`src/rtl/pwm_gate_pkg.sv`:
```
package pwm_gate_pkg;

    typedef enum logic [2:0] {
        M_OFF,
        M_CLAMP_LOW,
        M_ZERO,
        M_MAX,
        M_RUN
    } drive_mode_e;

    typedef struct packed {
        logic hs;
        logic ls;
    } gate_pair_t;

    function automatic int unsigned cap_count(int unsigned per, int unsigned pct);
        return (per * pct) / 100;
    endfunction

    // priority: clamp, disable, zero window, max window, normal loop
    function automatic drive_mode_e pick_mode(logic en, logic ovp, logic lo, logic hi);
        if (ovp)      return M_CLAMP_LOW;
        else if (!en) return M_OFF;
        else if (hi)  return M_ZERO;
        else if (lo)  return M_MAX;
        else          return M_RUN;
    endfunction

endpackage

```
`src/rtl/pwm_period_timer.sv`:
```
module pwm_period_timer #(
    parameter int unsigned CNT_W   = 10,
    parameter int unsigned MAX_PCT = 90
) (
    input  logic             clk,
    input  logic             rst,
    input  logic             en,
    input  logic [CNT_W-1:0] period,
    input  logic [CNT_W-1:0] duty,
    output logic [CNT_W-1:0] cnt,
    output logic [CNT_W-1:0] duty_q,
    output logic [CNT_W-1:0] cap_q,
    output logic             cyc_last
);
    import pwm_gate_pkg::*;

    logic [CNT_W-1:0] per_q;
    logic [CNT_W:0]   cnt_inc;
    logic [CNT_W-1:0] cap_v;
    logic [CNT_W-1:0] duty_v;

    always_comb begin
        cnt_inc  = {1'b0, cnt} + 1'b1;
        cyc_last = cnt_inc >= {1'b0, per_q};
        cap_v    = CNT_W'(cap_count(32'(period), MAX_PCT));
        duty_v   = (duty > cap_v) ? cap_v : duty;
    end

    always_ff @(posedge clk) begin
        if (rst) begin
            cnt    <= '0;
            per_q  <= '0;
            duty_q <= '0;
            cap_q  <= '0;
        end else if (!en || cyc_last) begin
            cnt    <= '0;
            per_q  <= period;
            duty_q <= duty_v;
            cap_q  <= cap_v;
        end else begin
            cnt    <= cnt_inc[CNT_W-1:0];
        end
    end

endmodule

```
`src/rtl/pwm_demand.sv`:
```
module pwm_demand #(
    parameter int unsigned CNT_W     = 10,
    parameter int unsigned BLANK_CYC = 75
) (
    input  logic                    clk,
    input  logic                    rst,
    input  logic                    en,
    input  logic                    ovp_force,
    input  logic                    vout_low,
    input  logic                    vout_high,
    input  logic                    oc_flag,
    input  logic                    hs_gate,
    input  logic [CNT_W-1:0]        cnt,
    input  logic [CNT_W-1:0]        duty_q,
    input  logic [CNT_W-1:0]        cap_q,
    input  logic                    cyc_last,
    output pwm_gate_pkg::gate_pair_t want
);
    import pwm_gate_pkg::*;

    localparam int unsigned BW = $clog2(BLANK_CYC + 2);
    localparam logic [BW-1:0] BLANK_END = BW'(BLANK_CYC);

    drive_mode_e      mode;
    logic [BW-1:0]    blank_cnt;
    logic             blank_done;
    logic             oc_now;
    logic             oc_trip;
    logic [CNT_W-1:0] limit;
    logic             pwm_on;

    always_comb begin
        mode       = pick_mode(en, ovp_force, vout_low, vout_high);
        blank_done = (blank_cnt == BLANK_END);
        oc_now     = hs_gate && blank_done && oc_flag;
        limit      = (mode == M_MAX) ? cap_q : duty_q;
        pwm_on     = (cnt < limit) && !(oc_trip || oc_now);
        want.hs    = ((mode == M_RUN) || (mode == M_MAX)) && pwm_on;
        want.ls    = (mode == M_CLAMP_LOW) ||
                     (((mode == M_RUN) || (mode == M_MAX) || (mode == M_ZERO)) && !want.hs);
    end

    // blanking window: counts high-side cycles from the rising edge
    always_ff @(posedge clk) begin
        if (rst || !hs_gate)
            blank_cnt <= '0;
        else if (!blank_done)
            blank_cnt <= blank_cnt + 1'b1;
    end

    // cycle-by-cycle trip, cleared at each cycle restart
    always_ff @(posedge clk) begin
        if (rst || !en || cyc_last)
            oc_trip <= 1'b0;
        else if (oc_now)
            oc_trip <= 1'b1;
    end

endmodule

```
`src/rtl/pwm_dead_time.sv`:
```
module pwm_dead_time #(
    parameter int unsigned DEAD_CYC = 5
) (
    input  logic                     clk,
    input  logic                     rst,
    input  pwm_gate_pkg::gate_pair_t want,
    output logic                     hs_gate,
    output logic                     ls_gate
);
    localparam int unsigned DW = $clog2(DEAD_CYC + 1);
    localparam logic [DW-1:0] RELOAD = DW'(DEAD_CYC - 1);

    logic [DW-1:0] dcnt;

    always_ff @(posedge clk) begin
        if (rst) begin
            hs_gate <= 1'b0;
            ls_gate <= 1'b0;
            dcnt    <= RELOAD;
        end else if (hs_gate && !want.hs) begin
            hs_gate <= 1'b0;
            dcnt    <= RELOAD;
        end else if (ls_gate && !want.ls) begin
            ls_gate <= 1'b0;
            dcnt    <= RELOAD;
        end else if (!hs_gate && !ls_gate) begin
            if (dcnt != '0)
                dcnt <= dcnt - 1'b1;
            else if (want.hs)
                hs_gate <= 1'b1;
            else if (want.ls)
                ls_gate <= 1'b1;
        end
    end

endmodule

```
`src/rtl/pwm_gate_ctrl.sv`:
```
module pwm_gate_ctrl #(
    parameter int unsigned CNT_W     = 10,
    parameter int unsigned MAX_PCT   = 90,
    parameter int unsigned BLANK_CYC = 75,
    parameter int unsigned DEAD_CYC  = 5
) (
    input  logic             clk,
    input  logic             rst,
    input  logic             en,
    input  logic [CNT_W-1:0] period,
    input  logic [CNT_W-1:0] duty,
    input  logic             oc_flag,
    input  logic             vout_low,
    input  logic             vout_high,
    input  logic             ovp_force,
    output logic             hs_gate,
    output logic             ls_gate
);
    import pwm_gate_pkg::*;

    logic [CNT_W-1:0] cnt;
    logic [CNT_W-1:0] duty_q;
    logic [CNT_W-1:0] cap_q;
    logic             cyc_last;
    gate_pair_t       want;

    pwm_period_timer #(.CNT_W(CNT_W), .MAX_PCT(MAX_PCT)) u_timer (
        .clk      (clk),
        .rst      (rst),
        .en       (en),
        .period   (period),
        .duty     (duty),
        .cnt      (cnt),
        .duty_q   (duty_q),
        .cap_q    (cap_q),
        .cyc_last (cyc_last)
    );

    pwm_demand #(.CNT_W(CNT_W), .BLANK_CYC(BLANK_CYC)) u_demand (
        .clk       (clk),
        .rst       (rst),
        .en        (en),
        .ovp_force (ovp_force),
        .vout_low  (vout_low),
        .vout_high (vout_high),
        .oc_flag   (oc_flag),
        .hs_gate   (hs_gate),
        .cnt       (cnt),
        .duty_q    (duty_q),
        .cap_q     (cap_q),
        .cyc_last  (cyc_last),
        .want      (want)
    );

    pwm_dead_time #(.DEAD_CYC(DEAD_CYC)) u_dead (
        .clk     (clk),
        .rst     (rst),
        .want    (want),
        .hs_gate (hs_gate),
        .ls_gate (ls_gate)
    );

endmodule

```
`config.mk`:
```
export PLATFORM = sky130hd
export DESIGN_NAME = pwm_gate_ctrl
export DESIGN_NICKNAME = d
export VERILOG_FILES = /design/src/rtl/pwm_gate_pkg.sv /design/src/rtl/pwm_period_timer.sv /design/src/rtl/pwm_demand.sv /design/src/rtl/pwm_dead_time.sv /design/src/rtl/pwm_gate_ctrl.sv
export SDC_FILE = /design/constraint.sdc
export NUM_CORES = 1
export LEC_CHECK = 0
export BUFFER_PORTS_ARGS = -buffer_cell sky130_fd_sc_hd__buf_4
export CAP_MARGIN = 10
export CORE_ASPECT_RATIO = 1.25
export CORE_UTILIZATION = 55
export DETAILED_ROUTE_END_ITERATION = 8
export PLACE_DENSITY = 0.71
export SETUP_SLACK_MARGIN = 0.5
export SYNTH_ARGS = -nofsm -noshare
export SYNTH_HDL_FRONTEND = slang
export SYNTH_HIERARCHICAL = 1
export SYNTH_SLANG_ARGS = --single-unit
export TNS_END_PERCENT = 10
```
`constraint.sdc`:
```
create_clock -name clk -period 14.8 [get_ports clk]
set_input_delay 2.22 -clock clk [delete_from_list [all_inputs] [get_ports clk]]
set_output_delay 2.22 -clock clk [all_outputs]
set_load 0.005 [all_outputs]
```
==> results of run 1 <==
## through the flow
step,hold WS [ns],setup WS (ns),util,instances
floorplan,0.4313,3.046,-,851
global placement,0.4399,1.793,0.5894,1007
detailed placement,0.4487,1.389,0.5894,1007
CTS,0.4571,1.668,0.6017,1015
global route,0.4795,0.5133,0.6017,1015
finish,0.4581,1.461,0.6017,1015
## cell type report
cell class,count,area (um^2),area share
clock buffer,6,128.9,0.01827
clock inverter,2,15.01,0.002128
inverter,65,246.5,0.03494
multi-input combinational,697,5170,0.7328
sequential,53,1061,0.1504
tap,161,201.4,0.02855
timing repair buffer,31,232.7,0.03298
## how the worst min path moves through the flow
stage	endpoint	slack, ns	cells after the start
floorplan	u_timer/duty_q[4]$_SDFFE_PP0P_	0.43	2
global placement	u_timer/per_q[3]$_SDFFE_PP0P_	0.44	2
detailed placement	u_timer/duty_q[9]$_SDFFE_PP0P_	0.45	2
CTS	u_timer/duty_q[9]$_SDFFE_PP0P_	0.46	2
global route	u_timer/per_q[6]$_SDFFE_PP0P_	0.48	2
finish	u_timer/duty_q[9]$_SDFFE_PP0P_	0.46	2
## worst max-delay path, delay by kind of cell
family                   cells  cell delay (ns)
AO/OA/AOI/OAI               15             4.70
XOR/XNOR                     1             0.15
adder cells (fa/ha/maj)      5             1.94
buffers and inverters        7             0.84
multiplexers                 3             1.08
AND/OR/NAND/NOR             13             2.55
## layout by cell type (no fill, tap or decap), drive strengths merged, types with 5 or more instances in the layout
master   netlist  final
dfxtp         53     53
o21ai         30     30
nor4           9      9
a21oi         57     57
clkbuf        19      6
and3          10     10
inv           65     65
and2          12     12
mux2           6      6
buf           17     31
a2111oi        8      8
a211oi        30     30
o31ai          6      6
o211ai        14     14
xnor2         28     28
a31oi         12     12
a21o          17     17
nand2b        10     10
mux2i         20     20
a211o          7      7
ha            65     65
a311oi         7      7
nand2         76     76
o22ai          5      5
nor3          30     30
nor2b         14     14
nor2          70     70
o311ai         7      7
o21a           5      5
nand3         33     33
nand4         12     12
xor2          17     17
fa            11     11
or3            7      7
## flip-flops by register name, indices dropped and copies added, names as in the netlist
| name | cells |
|---|---|
| u_dead/dcnt | 3 |
| u_demand/blank_cnt | 7 |
| u_timer/per_q | 10 |
| u_dead/hs_gate | 1 |
| u_dead/ls_gate | 1 |
| u_timer/cap_q | 10 |
| u_timer/duty_q | 10 |
| u_demand/oc_trip | 1 |
| u_timer/cnt | 10 |
## logic make-up (layout without fill, tap and decap cells)
| kind of cell | after synthesis | after routing | share of synthesized area |
|---|---|---|---|
| flip-flops | 53 | 53 | 0.1589 |
| AO/OA/AOI/OAI | 241 | 241 | 0.2759 |
| buffers and inverters | 101 | 104 | 0.06672 |
| XOR/XNOR | 45 | 45 | 0.06016 |
| AND/OR/NAND/NOR | 305 | 305 | 0.2356 |
| adder cells (fa/ha/maj) | 80 | 80 | 0.1610 |
| multiplexers | 26 | 26 | 0.04179 |
## layer usage
metal,GRT usage,up-vias,share of wire
li1,-,3143,-
met1,0.3326,3023,0.43
met2,0.5028,151,0.51
met3,0.01956,29,0.031
met4,0.1040,0,0.028
met5,0,-,0
==> results.md, run 1 <==
Synthesis:
- The synthesized design spends more area on one cell type than any other, namely sky130_fd_sc_hd__dfxtp_1.
- Counting flops with an async set or reset pin after synthesis yields a share of 0.
- Synthesis produced ~850 cells.
- For this run, the register share of the synthesized area comes to 0.1589.
- The number of flops mapped to enable cells by yosys is 0.
- The number of warnings reported in the yosys synthesis log is 6.
- The average instance in the mapped netlist occupies 7.845 um^2.
- The post-synthesis instance area is ~6700 um^2.
- Yosys attributes the largest share of cell area to sky130_fd_sc_hd__dfxtp_1 (16%), sky130_fd_sc_hd__ha_1 (12%), sky130_fd_sc_hd__nand2_1 (4.2%).
- Counting distinct cell types in the post-synthesis netlist gives 102.
- The synthesized design contains 53 register bits.
- The dominant register cell in the synthesized netlist is sky130_fd_sc_hd__dfxtp_1.
- After synthesis, the most frequently instantiated cells are sky130_fd_sc_hd__nand2_1 (74), sky130_fd_sc_hd__nor2_1 (69), sky130_fd_sc_hd__ha_1 (65), sky130_fd_sc_hd__inv_1 (62), sky130_fd_sc_hd__a21oi_1 (54).
- In the post-synthesis netlist, the cell with the most instances is sky130_fd_sc_hd__nand2_1.
- The total nets after synthesis is around 950.
- The portion of synthesized cell area occupied by the leading cell type is 0.1589.

Timing:
- The final count of hold timing violations is 0.
- In the finished design, the share of the clock period the worst path needs comes to 0.9013.
- Setup repair after global routing left no endpoint under its margin.
- Measured against its own limit, the worst slew margin works out to 0.1940.
- For the final database, setup skew stands at between 0.004 and 0.005 ns.
- The number of pins exceeding their max-slew limit in the final report is 0.
- The clock period could shrink to about 13 ns.
- Summed over all failing endpoints, the final setup total negative slack is 0 ns.
- The top achievable clock speed is between 0.07 and 0.08 GHz.
- Setup violations remaining at the end of the flow were counted as 0.
- The slew at the pin closest to its max-slew limit is 1.200 ns.

Global routing:
- In the global route stage, overall resource usage came out at 0.2758.
- The leftover overflow at the end of global routing is 0.
- The via count of the first global-routing pass is about 6100.
- The first-pass GRT wire length is between 20 and 30 mm.
- The number of antenna violations at the first check in global routing was 0.
- The maximum number of pins on one net before global-route repair is 39.

Clock tree:
- Clock-pin slew was measured on the worst setup and hold paths at ~0.07 ns.
- The number of buffers added to fix hold violations after cts is 0.
- The post-CTS repair timing setup buffer count is 0.
- The H-tree was split into 2 levels.
- The clock latency reported for the late side of the worst-skew pair is about 0.29 ns.
- The buffer levels on the longest clock path is 2.
- The tree built by TritonCTS fans out to 53 sinks.
- After clock tree synthesis, the repair step resized 0 gates.
- The clock tree from TritonCTS is built.
- The number of clock buffers added by TritonCTS is 5.
- The clock root buffer is sky130_fd_sc_hd__clkbuf_16.

Floorplanning:
- The row count is 44.
- The width of the die is a little over 100 um.
- The initial core utilization is 0.5694.
- For this design the top-level I/O count stands at 29.
- The core footprint is approximately 12000 um^2.
- The die height is roughly 130 um.
- The full die area is 12590 um^2.

Finish:
- The fraction of layout cells with a size suffix above 1 is 0.1077.
- The final net count is between 900 and 1000.
- 0 antenna diodes ended up in the layout.
- The area growth from synthesis to layout is 5.678%.
- The final instance area is 7056 um^2.
- After filler insertion, the fill cell instance count of the layout stands at between 1000 and 1500.

Setup path:
- The slowest stage of the critical path is the sky130_fd_sc_hd__a2111o_1 cell.
- The required time of the worst setup path is between 10 and 15 ns.
- The capture point of the worst reg-to-reg path is u_timer/cnt[8]$_SDFF_PP0_.
- For the worst setup path, the data arrival time is roughly 14 ns.
- The launch instance of the worst register-to-register path is u_timer/cnt[0]$_SDFF_PP0_.
- The maximum net fanout on the critical path is 16.
- Setup slack on the worst reg-to-reg path comes out at 10.35 ns.
- The worst setup path is captured at a register.
- The largest single stage delay on the critical path is about 0.56 ns.
- The critical path launch point type is an input port.
- The worst setup path endpoint is u_timer/duty_q[0]$_SDFFE_PP0P_.
- The critical path starts at period[6].
- For the worst flop-to-flop path, the logic depth is 17.
- The setup path with the least slack is of type input port to register.

Placement:
- The post-place instance area is 6912 um^2.
- The congestion estimate from routability-driven global placement came to around 0.92.
- The wire-length estimate of the detail-placed layout is roughly 14 mm.
- Input and output buffers added on the ports amount to 28.

Outcome:
- The flow ran to the end, and the final reports show no timing, DRC or antenna violations.

Run:
- Max-cap violations in this run came to 0.

Drt:
- The count of nets left with antenna violations once routing finished came out at 0.
- Dividing the detail-routed via count by the number of cells gives between 6 and 7.
- The via total after detailed routing is ~6300.
- The post-detailed-route DRC marker count is 0.
- After detailed routing, the average wire length per cell comes to about 17 um.
- The first routing iteration left about 320 violations.
- The first detailed-routing pass ran for 5 iterations.
- The routed design has roughly 17 mm of wire.

Min path:
- In this run the most critical hold path is launched from u_timer/duty_q[9]$_SDFFE_PP0P_.
- The worst hold path belongs to the class register to register.
Power of run 1 is left out: the tool's default activity adds up to more than one toggle a clock period on the data nets, which glitch-free logic cannot reach.
==> run 2: changes to the inputs <==
Clock period 14.8 ns to 12.8 ns, I/O delays scaled along.
==> results.md, run 2 (synthesized netlist as in run 1, its figures left out) <==
Drt:
- The total met3 wirelength after detailed routing is 757 um (+41%).
- The first-pass iteration count of the detailed router is 5 (unchanged).
- The post-detailed-route DRC marker count came to 0 (unchanged).
- The routed wire length per instance was 17.26 um (+1.3%).
- The DRC marker count from the first detailed-route iteration was 420 (+31%).
- The via density per instance was 6.285 (+0.52%).
- The total wire length after detailed routing is 17.98 mm (+4.0%).
- The detailed-route wire length on metal 1 is 7.360 mm (-1.6%).
- The sum of met2 wire segment lengths after detailed routing is 9.326 mm (+6.0%).
- The via total after detailed routing is 6549 (+3.2%).
- The number of nets still failing antenna checks after routing is 0 (unchanged).
- Signal routing reaches up to met4.

Global routing:
- The maximum number of pins on one net before global-route repair is 37 (-5.1%).
- The first-pass GRT wire length is 29.63 mm (+4.4%).
- The number of antenna violations at the first check in global routing is 0 (unchanged).
- The global-route total usage across every layer was 0.2859 (+0.01015).
- The leftover overflow at the end of global routing is 0 (unchanged).
- The via count of the first global-routing pass is 6332 (+4.4%).

Min path:
- The worst hold path terminates at u_timer/per_q[6]$_SDFFE_PP0P_.
- The instance count along the most critical hold path is 2 (unchanged).
- The worst hold path belongs to the class register to register.
- The critical hold path startpoint is u_timer/per_q[6]$_SDFFE_PP0P_.

Clock tree:
- The buffer levels on the longest clock path came to 2 (unchanged).
- The maximum level of the CTS H-tree is 2 (unchanged).
- The clock latency reported for the late side of the worst-skew pair is 0.30 ns (about the same).
- The CTS clock-pin slew for the worst setup and hold paths is 0.07 ns (about the same).
- The number of buffers created by CTS came to 5 (unchanged).
- The clock root buffer is sky130_fd_sc_hd__clkbuf_16.
- The count of clock tree sinks came to 53 (unchanged).
- TritonCTS built the clock tree.

Placement:
- The weighted congestion reported at the end of routability-driven placement is 0.9548 (+4.2%).
- The setup slack at placement is -0.001478 ns (-1.390 ns).
- The count of port buffers added during placement was 28 (unchanged).
- The placed wire-length estimate after detailed placement is 13.58 mm (-0.96%).

Finish:
- The sequential standard cell area came to 1061 um^2 (unchanged).
- The number of fill cells in the layout is 1045 (-6.5%).
- The final net count is 983 (+2.8%).
- In the layout the commonest cells are sky130_fd_sc_hd__nand2_1 (74), sky130_fd_sc_hd__nor2_1 (65), sky130_fd_sc_hd__ha_1 (63), sky130_fd_sc_hd__inv_1 (62), sky130_fd_sc_hd__buf_4 (58).
- The antenna diode count is 0 (unchanged).
- The combined area of the multi-input logic cells is 5455 um^2 (+5.5%).
- The synthesis-to-layout area growth is 13.10%.
- Leaving out fill and tap cells, the most frequent cell in the layout is sky130_fd_sc_hd__nand2_1.
- The fraction of layout cells with a size suffix above 1 is 0.1816 (+0.07388).
- The final standard cell utilization of the core came to 0.6439 (+0.04225).

Setup path:
- Among the stages of the critical path, the cell type that occurs most often is sky130_fd_sc_hd__buf_4.
- The internal reg-to-reg setup slack came to 8.36 ns (-1.99 ns).
- The number of cell instances on the worst register-to-register path is 17 (unchanged).
- The kind of cell adding the most delay to the critical path is compound AO/OA/AOI/OAI gates.
- The worst register-to-register path begins at u_timer/cnt[0]$_SDFF_PP0_.
- The critical path capture point type is a register.
- The count of buffering cells on the critical path with inverters included is 8 (+1).
- The worst-path cell with the longest stage delay is sky130_fd_sc_hd__fa_1.
- The maximum net fanout on the critical path came to 9 (-7).
- The critical path in this run is classified as input port to register.
- The arrival time of the worst setup path is 12.02 ns (-1.49 ns).
- The endpoint identified for the worst register-to-register timing path is u_timer/cnt[7]$_SDFF_PP0_.
- The required time of the worst setup path came to 12.98 ns (-1.99 ns).
- The worst stage delay on the critical path is 0.54 ns (-0.02 ns).
- STA classifies the critical path startpoint as an input port.

Floorplanning:
- The initial core utilization was 0.5694 (unchanged).
- The core footprint is 11730 um^2 (unchanged).
- The width of the die is 100.5 um (unchanged).
- The number of top-level pins came to 29 (unchanged).
- The row count was 44 (unchanged).
- The die height is 125.2 um (unchanged).
- The full die area was 12590 um^2 (unchanged).

Timing:
- Setup repair after global routing left no endpoint under its margin.
- The final count of hold timing violations is 0 (unchanged).
- The routed design could run at a clock period as short as between 10 and 15 ns.
- The minimum setup slack in the final design is 0.9578 ns (-0.5032 ns).
- In the finished design, the share of the clock period the worst path needs comes to 0.9252.
- The count of final setup violators came to 0 (unchanged).
- The top achievable clock speed is ~0.084 GHz.
- The remaining max-slew budget at the tightest pin is 0.3746 (+0.1805).
- The total negative slack for setup checks is 0 ns (unchanged).
- The number of pins exceeding their max-slew limit in the final report is 0 (unchanged).
- The worst clock skew on the final layout came to 0.005390 ns (+0.0008874 ns).
- The slew at the pin closest to its max-slew limit is 0.9382 ns (-0.2622 ns).

Outcome:
- The flow ran to the end, and the final reports show no timing, DRC or antenna violations.

Run:
- The max capacitance violation total is 0 (unchanged).
[run 2: worst max-delay path by stage]
stage | startpoint | endpoint | slack (ns) | cells past startpoint
final | period[9] | u_timer/duty_q[7]$_SDFFE_PP0P_ | 0.96 | 44
after global routing | period[9] | u_timer/duty_q[7]$_SDFFE_PP0P_ | 0.40 | 43
after CTS | period[6] | u_timer/duty_q[7]$_SDFFE_PP0P_ | 0.51 | 41
after detailed placement | period[6] | u_timer/duty_q[7]$_SDFFE_PP0P_ | -0.001 | 41
after global placement | period[5] | u_timer/duty_q[5]$_SDFFE_PP0P_ | 0.29 | 39
after floorplan | period[6] | u_timer/duty_q[7]$_SDFFE_PP0P_ | 1.35 | 42
[run 2: through the flow]
stage	cell area, um^2	instances	hold slack, ns
final	7551	1042	0.4547
after detailed placement	6957	1013	0.4446
after global routing	7551	1042	0.4799
after CTS	7157	1023	0.4545
after floorplan	6676	851	0.4313
after global placement	6957	1013	0.4395
[run 2: final cells by class]
cell class	instances	share of cell area
well taps	161	0.02668
clock inverters	3	0.003480
repair buffers	58	0.05766
clock buffers	5	0.01657
multi-input cells	697	0.7225
flip-flops and latches	53	0.1405
inverters	65	0.03264
[run 2: per-layer routing]
layer / track usage / up-vias
met5: 0 / -
met4: 0.09889 / 0
met3: 0.01845 / 52
met2: 0.5334 / 233
met1: 0.3393 / 3068
li1: - / 3196
[run 2: tightest hold or removal path, delay by kind of cell (launching register included)]
kind             cells  cell delay, ns
AO/OA/AOI/OAI        1            0.05
flip-flops           1            0.31
AND/OR/NAND/NOR      1            0.05
[run 2: timing repair]
item / in CTS / in global routing
setup endpoints to repair: 9 / 10
pin swaps: 2 / 17
gates resized for setup: 7 / 53
hold buffers: 0 / 0
buffers inserted: 2 / 19
Power of run 2 is left out for the same reason.
